`config.mk`:
```
export PLATFORM = sky130hd
export DESIGN_NAME = xdata_access_ctrl
export DESIGN_NICKNAME = d
export VERILOG_FILES = /design/src/rtl/xdata_pkg.sv /design/src/rtl/xd_pointer.sv /design/src/rtl/xd_decode.sv /design/src/rtl/xd_seq.sv /design/src/rtl/xdata_access_ctrl.sv
export SDC_FILE = /design/constraint.sdc
export NUM_CORES = 1
export LEC_CHECK = 0
export ABC_AREA = 1
export BUFFER_PORTS_ARGS = -buffer_cell sky130_fd_sc_hd__buf_2
export CAP_MARGIN = 30
export CORE_MARGIN = 2
export CORE_UTILIZATION = 30
export DETAILED_ROUTE_END_ITERATION = 16
export SLEW_MARGIN = 40
export SYNTH_ARGS = -nofsm -noshare
export SYNTH_HDL_FRONTEND = slang
export SYNTH_HIERARCHICAL = 1
export SYNTH_SLANG_ARGS = --single-unit
```
`constraint.sdc`:
```
create_clock -name clk_i -period 2.8 [get_ports clk_i]
set_clock_uncertainty 0.15 [all_clocks]
set_input_delay 0.56 -clock clk_i [delete_from_list [all_inputs] [get_ports clk_i]]
set_output_delay 0.56 -clock clk_i [all_outputs]
set_load 0.005 [all_outputs]
```
`src/rtl/xdata_pkg.sv`:
```
package xdata_pkg;
  typedef enum logic [1:0] {
    PH_IDLE    = 2'd0,
    PH_ADDR_LO = 2'd1,
    PH_ADDR_PG = 2'd2,
    PH_DATA    = 2'd3
  } xd_phase_e;
endpackage

```
`src/rtl/xd_pointer.sv`:
```
module xd_pointer #(
  parameter int BYTES = 3,
  localparam int AW = BYTES * 8
) (
  input  logic          clk_i,
  input  logic          rst_ni,
  input  logic          ld_i,
  input  logic [AW-1:0] ld_val_i,
  input  logic          inc_i,
  output logic [AW-1:0] ptr_o
);
  logic [BYTES:0] carry;
  logic [AW-1:0]  nxt;

  assign carry[0] = inc_i;

  for (genvar b = 0; b < BYTES; b++) begin : g_byte
    assign nxt[b*8 +: 8]  = ptr_o[b*8 +: 8] + {7'd0, carry[b]};
    assign carry[b+1]     = carry[b] & (&ptr_o[b*8 +: 8]);
  end

  always_ff @(posedge clk_i or negedge rst_ni) begin
    if (!rst_ni)     ptr_o <= '0;
    else if (ld_i)   ptr_o <= ld_val_i;
    else if (inc_i)  ptr_o <= nxt;
  end


  ptr_step_chk: assert property (@(posedge clk_i) disable iff (!rst_ni)
    (inc_i && !ld_i) |=> (ptr_o == AW'($past(ptr_o) + 1'b1)));
endmodule

```
`src/rtl/xd_decode.sv`:
```
module xd_decode #(
  parameter int AW    = 24,
  parameter int WIN_W = 11
) (
  input  logic [AW-1:0] addr_i,
  input  logic          win_en_i,
  output logic          ext_o
);
  assign ext_o = !(win_en_i && (addr_i[AW-1:WIN_W] == '0));
endmodule

```
`src/rtl/xd_seq.sv`:
```
module xd_seq #(
  parameter int WAIT_W = 4,
  localparam int CNT_W = WAIT_W + 3
) (
  input  logic              clk_i,
  input  logic              rst_ni,
  input  logic              req_i,
  input  logic              ext_i,
  input  logic              we_i,
  input  logic [WAIT_W-1:0] wait_i,
  input  logic              ale_off_i,
  output logic              start_o,
  output logic              active_o,
  output logic              ext_o,
  output logic              we_o,
  output logic              last_o,
  output xdata_pkg::xd_phase_e phase_o,
  output logic              ale_o,
  output logic              rd_o,
  output logic              wr_o,
  output logic              lo_oe_o,
  output logic              hi_oe_o,
  output logic              ram_sel_o,
  output logic              ram_we_o,
  output logic              capture_o
);
  import xdata_pkg::*;

  logic             active_q, ext_q, we_q;
  logic [CNT_W-1:0] cnt_q, last_q;

  assign start_o = req_i && !active_q;
  assign last_o  = active_q && (cnt_q == last_q);

  always_ff @(posedge clk_i or negedge rst_ni) begin
    if (!rst_ni) begin
      active_q <= 1'b0;
      ext_q    <= 1'b0;
      we_q     <= 1'b0;
      cnt_q    <= '0;
      last_q   <= '0;
    end else if (start_o) begin
      active_q <= 1'b1;
      ext_q    <= ext_i;
      we_q     <= we_i;
      cnt_q    <= '0;
      last_q   <= CNT_W'(3) + CNT_W'(wait_i);
    end else if (active_q) begin
      if (last_o) active_q <= 1'b0;
      else        cnt_q    <= cnt_q + 1'b1;
    end
  end

  logic ext_act, data_cyc;
  assign ext_act  = active_q && ext_q;
  assign data_cyc = cnt_q >= CNT_W'(2);

  always_comb begin
    if (!active_q)              phase_o = PH_IDLE;
    else if (cnt_q == '0)       phase_o = PH_ADDR_LO;
    else if (cnt_q == CNT_W'(1)) phase_o = PH_ADDR_PG;
    else                        phase_o = PH_DATA;
  end

  assign active_o  = active_q;
  assign ext_o     = ext_q;
  assign we_o      = we_q;
  assign ale_o     = ext_act && (cnt_q == '0) && !ale_off_i;
  assign rd_o      = ext_act && !we_q && data_cyc;
  assign wr_o      = ext_act && we_q && data_cyc && !last_o;
  assign lo_oe_o   = ext_act && (!data_cyc || we_q);
  assign hi_oe_o   = ext_act;
  assign ram_sel_o = active_q && !ext_q;
  assign ram_we_o  = ram_sel_o && we_q && last_o;
  assign capture_o = last_o && !we_q;


  busy_hold_chk: assert property (@(posedge clk_i) disable iff (!rst_ni)
    (active_q && !last_o) |=> active_q);


  req_ignore_chk: assert property (@(posedge clk_i) disable iff (!rst_ni)
    (active_q && req_i) |=> ($stable(ext_q) && $stable(we_q) && $stable(last_q) && cnt_q != '0));


  ale_single_chk: assert property (@(posedge clk_i) disable iff (!rst_ni)
    ale_o |=> !ale_o);


  wr_end_chk: assert property (@(posedge clk_i) disable iff (!rst_ni)
    $fell(active_q) |-> !$past(wr_o));
endmodule

```
`src/rtl/xdata_access_ctrl.sv`:
```
module xdata_access_ctrl #(
  parameter int PTR_BYTES = 3,
  parameter int WIN_W     = 11,
  parameter int WAIT_W    = 4,
  localparam int AW       = PTR_BYTES * 8
) (
  input  logic              clk_i,
  input  logic              rst_ni,
  input  logic              req_i,
  input  logic              we_i,
  input  logic              ram_en_i,
  input  logic              ale_off_i,
  input  logic [WAIT_W-1:0] wait_i,
  input  logic              ptr_ld_i,
  input  logic [AW-1:0]     ptr_ld_val_i,
  input  logic              ptr_inc_i,
  input  logic [7:0]        wdata_i,
  input  logic [7:0]        ext_rdata_i,
  input  logic [7:0]        ram_rdata_i,
  output logic [AW-1:0]     ptr_o,
  output logic              busy_o,
  output logic [7:0]        rdata_o,
  output logic              ram_sel_o,
  output logic              ram_we_o,
  output logic [WIN_W-1:0]  ram_addr_o,
  output logic [7:0]        ram_wdata_o,
  output logic              ext_rd_o,
  output logic              ext_wr_o,
  output logic              ale_o,
  output logic [1:0]        addr_phase_o,
  output logic [7:0]        bus_lo_o,
  output logic              bus_lo_oe_o,
  output logic [7:0]        bus_hi_o,
  output logic              bus_hi_oe_o
);
  import xdata_pkg::*;

  logic          is_ext, start, active, ext_q, we_q, last, capture;
  logic          lo_oe, hi_oe;
  xd_phase_e     phase;
  logic [AW-1:0] addr_q;
  logic [7:0]    wdata_q;

  xd_pointer #(.BYTES(PTR_BYTES)) u_ptr (
    .clk_i, .rst_ni, .ld_i(ptr_ld_i), .ld_val_i(ptr_ld_val_i),
    .inc_i(ptr_inc_i), .ptr_o
  );

  xd_decode #(.AW(AW), .WIN_W(WIN_W)) u_dec (
    .addr_i(ptr_o), .win_en_i(ram_en_i), .ext_o(is_ext)
  );

  xd_seq #(.WAIT_W(WAIT_W)) u_seq (
    .clk_i, .rst_ni, .req_i, .ext_i(is_ext), .we_i, .wait_i, .ale_off_i,
    .start_o(start), .active_o(active), .ext_o(ext_q), .we_o(we_q),
    .last_o(last), .phase_o(phase), .ale_o, .rd_o(ext_rd_o), .wr_o(ext_wr_o),
    .lo_oe_o(lo_oe), .hi_oe_o(hi_oe), .ram_sel_o, .ram_we_o, .capture_o(capture)
  );

  always_ff @(posedge clk_i or negedge rst_ni) begin
    if (!rst_ni) begin
      addr_q  <= '0;
      wdata_q <= '0;
      rdata_o <= '0;
    end else begin
      if (start) begin
        addr_q  <= ptr_o;
        wdata_q <= wdata_i;
      end
      if (capture) rdata_o <= ext_q ? ext_rdata_i : ram_rdata_i;
    end
  end

  always_comb begin
    bus_lo_o = 8'h00;
    if (lo_oe) begin
      unique case (phase)
        PH_ADDR_LO: bus_lo_o = addr_q[7:0];
        PH_ADDR_PG: bus_lo_o = addr_q[AW-1 -: 8];
        PH_DATA:    bus_lo_o = wdata_q;
        default:    bus_lo_o = 8'h00;
      endcase
    end
  end

  assign bus_hi_o     = hi_oe ? addr_q[15:8] : 8'h00;
  assign bus_lo_oe_o  = lo_oe;
  assign bus_hi_oe_o  = hi_oe;
  assign busy_o       = active;
  assign addr_phase_o = phase;
  assign ram_addr_o   = addr_q[WIN_W-1:0];
  assign ram_wdata_o  = wdata_q;


  int_quiet_chk: assert property (@(posedge clk_i) disable iff (!rst_ni)
    ram_sel_o |-> !(ext_rd_o || ext_wr_o || ale_o || bus_lo_oe_o || bus_hi_oe_o));


  win_limit_chk: assert property (@(posedge clk_i) disable iff (!rst_ni)
    (busy_o && addr_q[AW-1:WIN_W] != '0) |-> !ram_sel_o);


  rd_last_chk: assert property (@(posedge clk_i) disable iff (!rst_ni)
    (last && ext_q && !we_q) |-> ext_rd_o);
endmodule

```
**After elaboration in Yosys (flattened, before gate mapping)**

Cells that the tools add are included.

- Register bits: 81
- Bits in latches: 0
- Bits in writable memories: 0
- Memory bits (read-only): 0
- Bits of input ports: 60
- Output and inout bits: 77
- Word-level logic and storage cells: 69
- Memories: 0

- Add/subtract/negate cells: 5
- Multipliers: 0
- Divide/modulo/power cells: 0
- Magnitude comparators: 1
- Eq/ne operators: 6
- Shift-type cells: 0
- Mux-type cells: 15
- Bitwise gates (word level): 2
- Reductions and logical operators: 31

Operators by type and width:

| cell | count |
|---|---|
| 2-to-1 mux 24 bit | 2 |
| adder 8 x 1 -> 8 bit | 3 |
| 2-to-1 mux 8 bit | 3 |
| case mux 8 bit (3 select lines) | 1 |
| 2-to-1 mux 7 bit | 3 |
| logical AND 1 bit | 16 |
| AND reduction 8 bit | 2 |
| zero test 13 bit | 1 |
| adder 7 x 1 -> 7 bit, second input constant | 1 |
| == test 7 x 1 -> 1 bit, second input constant | 1 |
| == test 7 bit | 1 |
| greater-or-equal comparator 7 x 2 -> 1 bit, second input constant | 1 |
| zero test 1 bit | 7 |
| zero test 7 bit | 1 |
| adder 2 x 4 -> 5 bit, first input constant | 1 |
| == test 2 bit, second input constant | 2 |
| 2-to-1 mux 1 bit | 4 |
| 2-to-1 mux 2 bit | 2 |
| nonzero test 2 bit | 2 |
| AND 1 bit | 2 |
| == test 2 x 1 -> 1 bit, second input constant | 1 |
| != test 2 bit, second input constant | 1 |
| AND reduction 2 bit | 1 |
| logical OR 1 bit | 1 |

**Longest topological paths before layout**

Gate-level depths: netlist (run 1).

- Depth after elaboration: 7
- Mapped depth: 12
- Gate-level depth less buffers: 12

**Modules after synthesis**

Netlist (run 1), hierarchy kept.

Modules (own cells, without submodules):

| module | times used | cells an instance | area each (sq um) | sequential area each (sq um) |
|---|---|---|---|---|
| xdata_access_ctrl | 1 | 195 | 2115.8 | 1001.0 |
| xd_pointer | 1 | 200 | 1481.4 | 600.6 |
| xd_seq | 1 | 137 | 1001.0 | 375.4 |
| xd_decode | 1 | 14 | 55.1 | 0.0 |

**Least setup slack after synthesis (run 1)**

Ideal clock, no wire load.

- Kind: register -> output
- Start point: register u_seq.cnt_q[0]
- End point: output port bus_lo_o[0]
- Arrival time: 1523 ps
- Required time: 2090 ps
- Slack: 567 ps
- Stages on the path, launching flop included: 11
- Path buffers: 2
- Cells stage by stage: dfrtp_1 -> inv_1 -> ha_1 -> inv_1 -> a31oi_1 -> buf_4 -> buf_4 -> nand3_1 -> nand3_1 -> nand2_1 -> inv_1

- Word-level cells in the longest chain between the ends: 7
- Elaborated cells on any way between the ends: 14
- Classes of those cells: 1 x order compare; 4 x eq/ne; 5 x mux; 4 x reduce/logical

Ends and longest elaborated chain:

| element | line | RTL |
|---|---|---|
| start, declared | xd_seq.sv:30 | `logic [CNT_W-1:0] cnt_q, last_q;` |
| start signal, assigned | xd_seq.sv:50 | `else cnt_q <= cnt_q + 1'b1;` |
| == test 7 x 1 -> 1 bit | xd_seq.sv:61 | `else if (cnt_q == CNT_W'(1)) phase_o = PH_ADDR_PG;` |
| 2-to-1 mux 1 bit | xd_seq.sv:61 |  |
| 2-to-1 mux 2 bit (*) | xd_seq.sv:60 | `else if (cnt_q == '0) phase_o = PH_ADDR_LO;` |
| 2-to-1 mux 2 bit (*) | xd_seq.sv:59 | `if (!active_q) phase_o = PH_IDLE;` |
| named net addr_phase_o[0] | xdata_access_ctrl.sv:30 | `output logic [1:0] addr_phase_o,` |
| == test 2 bit / == test 2 x 1 -> 1 bit (equally long branches) | xdata_access_ctrl.sv:77 | `unique case (phase)` |
| case mux 8 bit (3 select lines) (*) | xdata_access_ctrl.sv:77 |  |
| 2-to-1 mux 8 bit (*) | xdata_access_ctrl.sv:76 | `if (lo_oe) begin` |
| end, declared | xdata_access_ctrl.sv:31 | `output logic [7:0] bus_lo_o,` |

Mark *: on every way through the listed nets, which the timed path passes. The rest lies on a longest branch.

**Worst setup path after layout (run 1)**

- Start point: register u_seq.cnt_q[5]
- End point: output port bus_lo_o[7]

- Word-level cells in the longest chain between the ends: 7
- Elaborated cells on any way between the ends: 14
- Classes of those cells: 1 x order compare; 4 x eq/ne; 5 x mux; 4 x reduce/logical

Ends and longest elaborated chain:

| element | line |
|---|---|
| == test 7 x 1 -> 1 bit | xd_seq.sv:61 |
| 2-to-1 mux 1 bit | xd_seq.sv:61 |
| 2-to-1 mux 2 bit | xd_seq.sv:60 |
| 2-to-1 mux 2 bit | xd_seq.sv:59 |
| == test 2 bit / == test 2 x 1 -> 1 bit (equally long branches) | xdata_access_ctrl.sv:77 |
| case mux 8 bit (3 select lines) | xdata_access_ctrl.sv:77 |
| 2-to-1 mux 8 bit (*) | xdata_access_ctrl.sv:76 |

Mark *: on every way between the ends. The rest lies on a longest branch, timed or not.

==> results.json, run 1 <==
{
  "mostFrequentLayoutCells": "nand2_1 (139), buf_2 (135), dfrtp_1 (76)",
  "r2r_slack_ps": 570,
  "p_sw_w": 0.00220,
  "n_antenna_cell": 0,
  "portBuffers": 136,
  "cap_violations": 0,
  "r2r_cells": 11,
  "endpoint": "bus_lo_o[7]",
  "finalNetCount": 749,
  "fin_crit_ps": 2670,
  "rsz0062_at_grt": "yes",
  "final_common_cell": "nand2_1",
  "timing.fmax_mhz": 374,
  "dpl_cell_area_mm2": 0.00541,
  "regToRegStartpoint": "u_ptr/ptr_o[11]",
  "hold_class": "input pin to async pin",
  "stdcell_area_mm2": 0.00587,
  "drtPass1Iterations": 4,
  "grt_util_all_layers_pct": 15.5,
  "cp.required_ps": 2090,
  "period_share_pct": 95.5,
  "slew_viol_final": 0,
  "die_area_mm2": 0.0165,
  "area_growth_pct": 26.2,
  "seq_power_share_pct": 33.0,
  "netSwitchingFraction_pct": 37.4,
  "crit_path_start": "u_seq/cnt_q[5]",
  "gr-total-overflow": 0,
  "vdd_drop_max_uv": 335,
  "wirelength_mm": 12.7,
  "crit_fanout": 8,
  "antenna_left": 0,
  "cts.clk_slew.worst_paths_ps": 60,
  "post-place-ws_ps": 362,
  "slew_headroom_pct": 62.4,
  "gp_congestion": 0.818,
  "drive_gt1_share_pct": 33.2,
  "die_y_um": 128,
  "worst_setup_path_start_kind": "flip-flop",
  "leakagePower_nw": 3.10,
  "grt_max_degree": 42,
  "setup_tns_ps": 0,
  "htreeDepth": 3,
  "cts_inserted_buffers": 9,
  "vias_per_cell": 4.68,
  "coreArea_mm2": 0.0151,
  "clockPowerShare_pct": 23.0,
  "clockRootBuffer": "clkbuf_16",
  "drc_errors": 0,
  "synth_warnings": 6,
  "grt_pass1_vias": 3826,
  "cts.path.max_buffers": 2,
  "p_int_w": 0.00368,
  "p_per_area_mw_per_mm2": 1000,
  "wl_per_cell_um": 14.7,
  "worst_pin_slew_ps": 563,
  "io_pins": 137,
  "endpoint_kind": "output port",
  "combinationalPowerShare_pct": 44.1,
  "initial_utilization_pct": 30.7,
  "postSynthCellCount": 545,
  "via_count": 4069,
  "tritoncts": "yes",
  "hold_viol": 0,
  "syn_nets": 616,
  "netlist_area_mm2": 0.00465,
  "clkSinkCount": 79,
  "place_hpwl_mm": 9.40,
  "syn_area_per_cell_um2": 8.53,
  "insertion_delay_ps": 340,
  "holdBufCountCts": 0,
  "setup_viol": 0,
  "arrival_ps": 1960,
  "reg2reg_to": "u_ptr/ptr_o[22]",
  "antenna_found_initial": 0,
  "fp.dieW_um": 128,
  "final.setup.worst_slack_ps": 127,
  "first_iter_violations": 243,
  "row_count": 45,
  "grt_pass1_wl_mm": 19.9,
  "critPathKind": "flip-flop to output port",
  "status": "finished clean"
}
-- final cells by class --
cell class | instances | area [um2]
fill | 1582 | 9280
multi-input combinational | 374 | 2230
sequential | 79 | 1980
timing repair buffer | 155 | 858
clock buffer | 10 | 239
tap | 188 | 235
inverter | 59 | 225
clock inverter | 4 | 95.1
-- metrics by stage --
step                cells  util [%]  power [W]  hold WS (ps)
floorplan             545         -    0.00360           114
global placement      846      35.7    0.00431           355
detailed placement    846      35.7    0.00434           356
CTS                   862      38.1    0.00576          67.7
global route          869      38.7    0.00630           101
finish                869      38.7    0.00588          55.0
-- power by group through the flow --
stage / Clock (W) / Combinational (W) / Sequential, W
2_1_floorplan: 0 / 0.00176 / 0.00184
5_1_grt: 0.00143 / 0.00288 / 0.00200
3_3_place_gp: 0 / 0.00233 / 0.00198
4_1_cts: 0.00139 / 0.00242 / 0.00195
6_report: 0.00135 / 0.00259 / 0.00194
3_5_place_dp: 0 / 0.00237 / 0.00198
-- timing repair --
| action | 4_1_cts | 5_1_grt |
|---|---|---|
| cloned | 0 | 1 |
| gates resized for setup | 5 | 17 |
| setup buffers | 2 | 6 |
| pin swaps | 0 | 1 |
| endpoints found under the setup margin | 1 | 9 |
| hold endpoints to repair | 0 | 0 |
-- state kept, by name, indices dropped and copies added (netlist names) --
name	cells
addr_q	24
u_ptr/ptr_o	24
ram_wdata_o	8
rdata_o	8
u_seq/cnt_q	7
u_seq/last_q	5
u_seq/active_o	1
u_seq/ext_o	1
u_seq/we_o	1
-- critical path, stage by stage, from the launching register on --
cell and delay (ps):
dfrtp_1 410, nor2_2 140, nand4_1 150, inv_1 130
a21oi_1 80, buf_6 140, buf_4 150, nand3_1 80
nand3_1 100, nand2_2 80, inv_2 30, buf_2 110
-- how the worst min path moves through the flow --
stage	from	end	slack [ps]	cells past startpoint
final	rst_ni	u_seq/cnt_q[4]	60	1
after global routing	rst_ni	u_seq/cnt_q[4]	100	1
after CTS	rst_ni	u_seq/cnt_q[6]	70	1
after detailed placement	addr_q[15]	addr_q[15]	360	1
after global placement	addr_q[12]	addr_q[12]	360	1
after floorplan	rst_ni	addr_q[0]	110	0
-- layer usage --
layer | up-vias | routed length (um) | GRT usage [%]
li1 | 2035 | - | -
met1 | 1893 | 6100 | 21.6
met2 | 129 | 5700 | 24.0
met3 | 12 | 752 | 3.20
met4 | 0 | 179 | 5.37
met5 | - | 0 | 0
Note: power is estimated with default switching activity, not from simulation.
==> run 2, diff against run 1 <==
CELL_PAD_IN_SITES_DETAIL_PLACEMENT = 0   (was unset)
CELL_PAD_IN_SITES_GLOBAL_PLACEMENT = 2   (was unset)
CORE_ASPECT_RATIO = 1.5   (was unset)
PLACE_DENSITY_LB_ADDON = 0.1   (was unset)
==> results.json, run 2 (synthesized netlist as in run 1, its figures left out) <==
{
  "power_w": 0.00569,
  "critPathTopFamily": "buffers and inverters",
  "cp.required_ps": 2090,
  "hold_viol": 0,
  "crit_path_top_delay_cell": "dfrtp_2",
  "setup_tns_ps": 0,
  "cap_violations": 0,
  "grt_pass1_vias": 4126,
  "final.setup.worst_slack_ps": 129,
  "regToRegStartpoint": "u_ptr/ptr_o[11]",
  "gr-total-overflow": 0,
  "cts_inserted_buffers": 9,
  "p_per_area_mw_per_mm2": 966,
  "reg2reg_to": "u_ptr/ptr_o[22]",
  "first_iter_violations": 187,
  "hold_class": "input pin to async pin",
  "netSwitchingFraction_pct": 40.2,
  "grt_max_degree": 48,
  "post-place-ws_ps": 363,
  "slew_viol_final": 0,
  "critical_path.max_stage_delay_ps": 440,
  "crit_buf_inv": 5,
  "fin_crit_ps": 2670,
  "r2r_cells": 11,
  "coreArea_mm2": 0.0151,
  "setup_viol": 0,
  "vdd_drop_max_uv": 371,
  "row_count": 55,
  "period_share_pct": 95.4,
  "drc_errors": 0,
  "leakagePower_nw": 3.10,
  "dpl_cell_area_mm2": 0.00543,
  "status": "finished clean",
  "drive_gt1_share_pct": 35.3,
  "grt_util_all_layers_pct": 17.2,
  "regArea_mm2": 0.00198,
  "io_pins": 137,
  "antenna_left": 0,
  "n_antenna_cell": 0,
  "vias_per_cell": 4.69,
  "fp.dieW_um": 106,
  "timing.fmax_mhz": 374,
  "worst_setup_path_start_kind": "flip-flop",
  "finalNetCount": 748,
  "fillers": 1641,
  "cts.path.max_buffers": 2,
  "arrival_ps": 1960,
  "via_count": 4131,
  "r2r_slack_ps": 490,
  "cts.clk_slew.worst_paths_ps": 70,
  "insertion_delay_ps": 340,
  "die_y_um": 156,
  "wirelength_mm": 13.9,
  "initial_utilization_pct": 30.7,
  "mostFrequentLayoutCells": "nand2_1 (141), buf_2 (134), dfrtp_1 (74)",
  "reg_top3": "addr_q: 24 flops, u_ptr/ptr_o: 24 flops",
  "clkSinkCount": 79,
  "path_cells": "inv_2, ha_1, inv_1, a31oi_4, buf_6, nand3_1, nand3_1, nand2_1, inv_1, buf_2",
  "critPathKind": "flip-flop to output port",
  "tritoncts": "yes",
  "p_sw_w": 0.00229,
  "grt_pass1_wl_mm": 22.2,
  "p_int_w": 0.00340,
  "antenna_found_initial": 0,
  "multiInputGateArea_mm2": 0.00228,
  "place_hpwl_mm": 10.3,
  "clockPowerShare_pct": 19.8,
  "holdBufCountCts": 0,
  "endpoint_kind": "output port",
  "portBuffers": 136,
  "worst_pin_slew_ps": 582,
  "combinationalPowerShare_pct": 45.9,
  "wl_per_cell_um": 15.8,
  "gp_congestion": 0.794,
  "clockRootBuffer": "clkbuf_16",
  "area_growth_pct": 26.6,
  "die_area_mm2": 0.0165,
  "seq_power_share_pct": 34.4,
  "htreeDepth": 3,
  "crit_fanout": 8,
  "final_common_cell": "nand2_1",
  "stdcell_area_mm2": 0.00589,
  "slew_headroom_pct": 61.1,
  "drtPass1Iterations": 4,
  "rsz0062_at_grt": "yes"
}
## run 2: cell count changes in the layout (fill, tap and decap cells not counted), sizes merged
cell	previous run	this run
buf	155	154
bufinv	3	0
clkbuf	10	9
clkinv	1	2
clkinvlp	1	2
inv	58	62
## run 2: worst max-delay path by stage
stage / start / to / slack [ps] / cells after the start
6_report: u_seq/cnt_q[0] / bus_lo_o[7] / 130 / 10
3_5_place_dp: u_seq/cnt_q[0] / bus_lo_o[1] / 360 / 10
5_1_grt: u_seq/cnt_q[6] / bus_lo_o[5] / -30 / 10
3_3_place_gp: u_seq/cnt_q[0] / bus_lo_o[1] / 410 / 10
4_1_cts: u_seq/cnt_q[0] / bus_lo_o[1] / 10 / 10
2_1_floorplan: u_seq/cnt_q[0] / bus_lo_o[0] / 570 / 10
## run 2: routing by layer
metal / track usage (%) / part of all wire [%] / vias up
li1: - / - / 2041
met4: 5.33 / 1.3 / 0
met2: 30.6 / 53 / 109
met1: 21.3 / 42 / 1974
met3: 2.83 / 4.1 / 7
met5: 0 / 0 / -
## run 2: repair_timing
action,4_1_cts,5_1_grt
gates resized for setup,6,32
endpoints found under the setup margin,2,9
setup buffers,0,5
pin swaps,0,11
gates cloned,1,1
## run 2: power by group through the flow
stage,logic [W],clock network [W],registers [W]
after floorplan,0.00176,0,0.00184
after CTS,0.00246,0.00117,0.00196
after detailed placement,0.00240,0,0.00198
final,0.00261,0.00112,0.00195
after global placement,0.00239,0,0.00197
after global routing,0.00291,0.00122,0.00202
## run 2: cell type report
class                      count  area share [%]
inverter                      59            3.81
tap                          199            4.23
clock buffer                   9            3.83
timing repair buffer         154            14.7
multi-input combinational    374            38.8
clock inverter                 7           0.935
sequential                    79            33.7
## run 2: stage by stage
step,hold WS (ps),util (%),cells
floorplan,114,-,545
global placement,350,35.9,858
detailed placement,349,35.9,858
CTS,46.1,37.9,875
global route,63.1,38.9,881
finish,30.3,38.9,881
## run 2: worst register-to-register path, delay by kind of cell (launching register included)
kind	cells	cell delay (ps)
adders and majority gates	2	410
DFF	1	490
and+or+nand+nor	9	1150
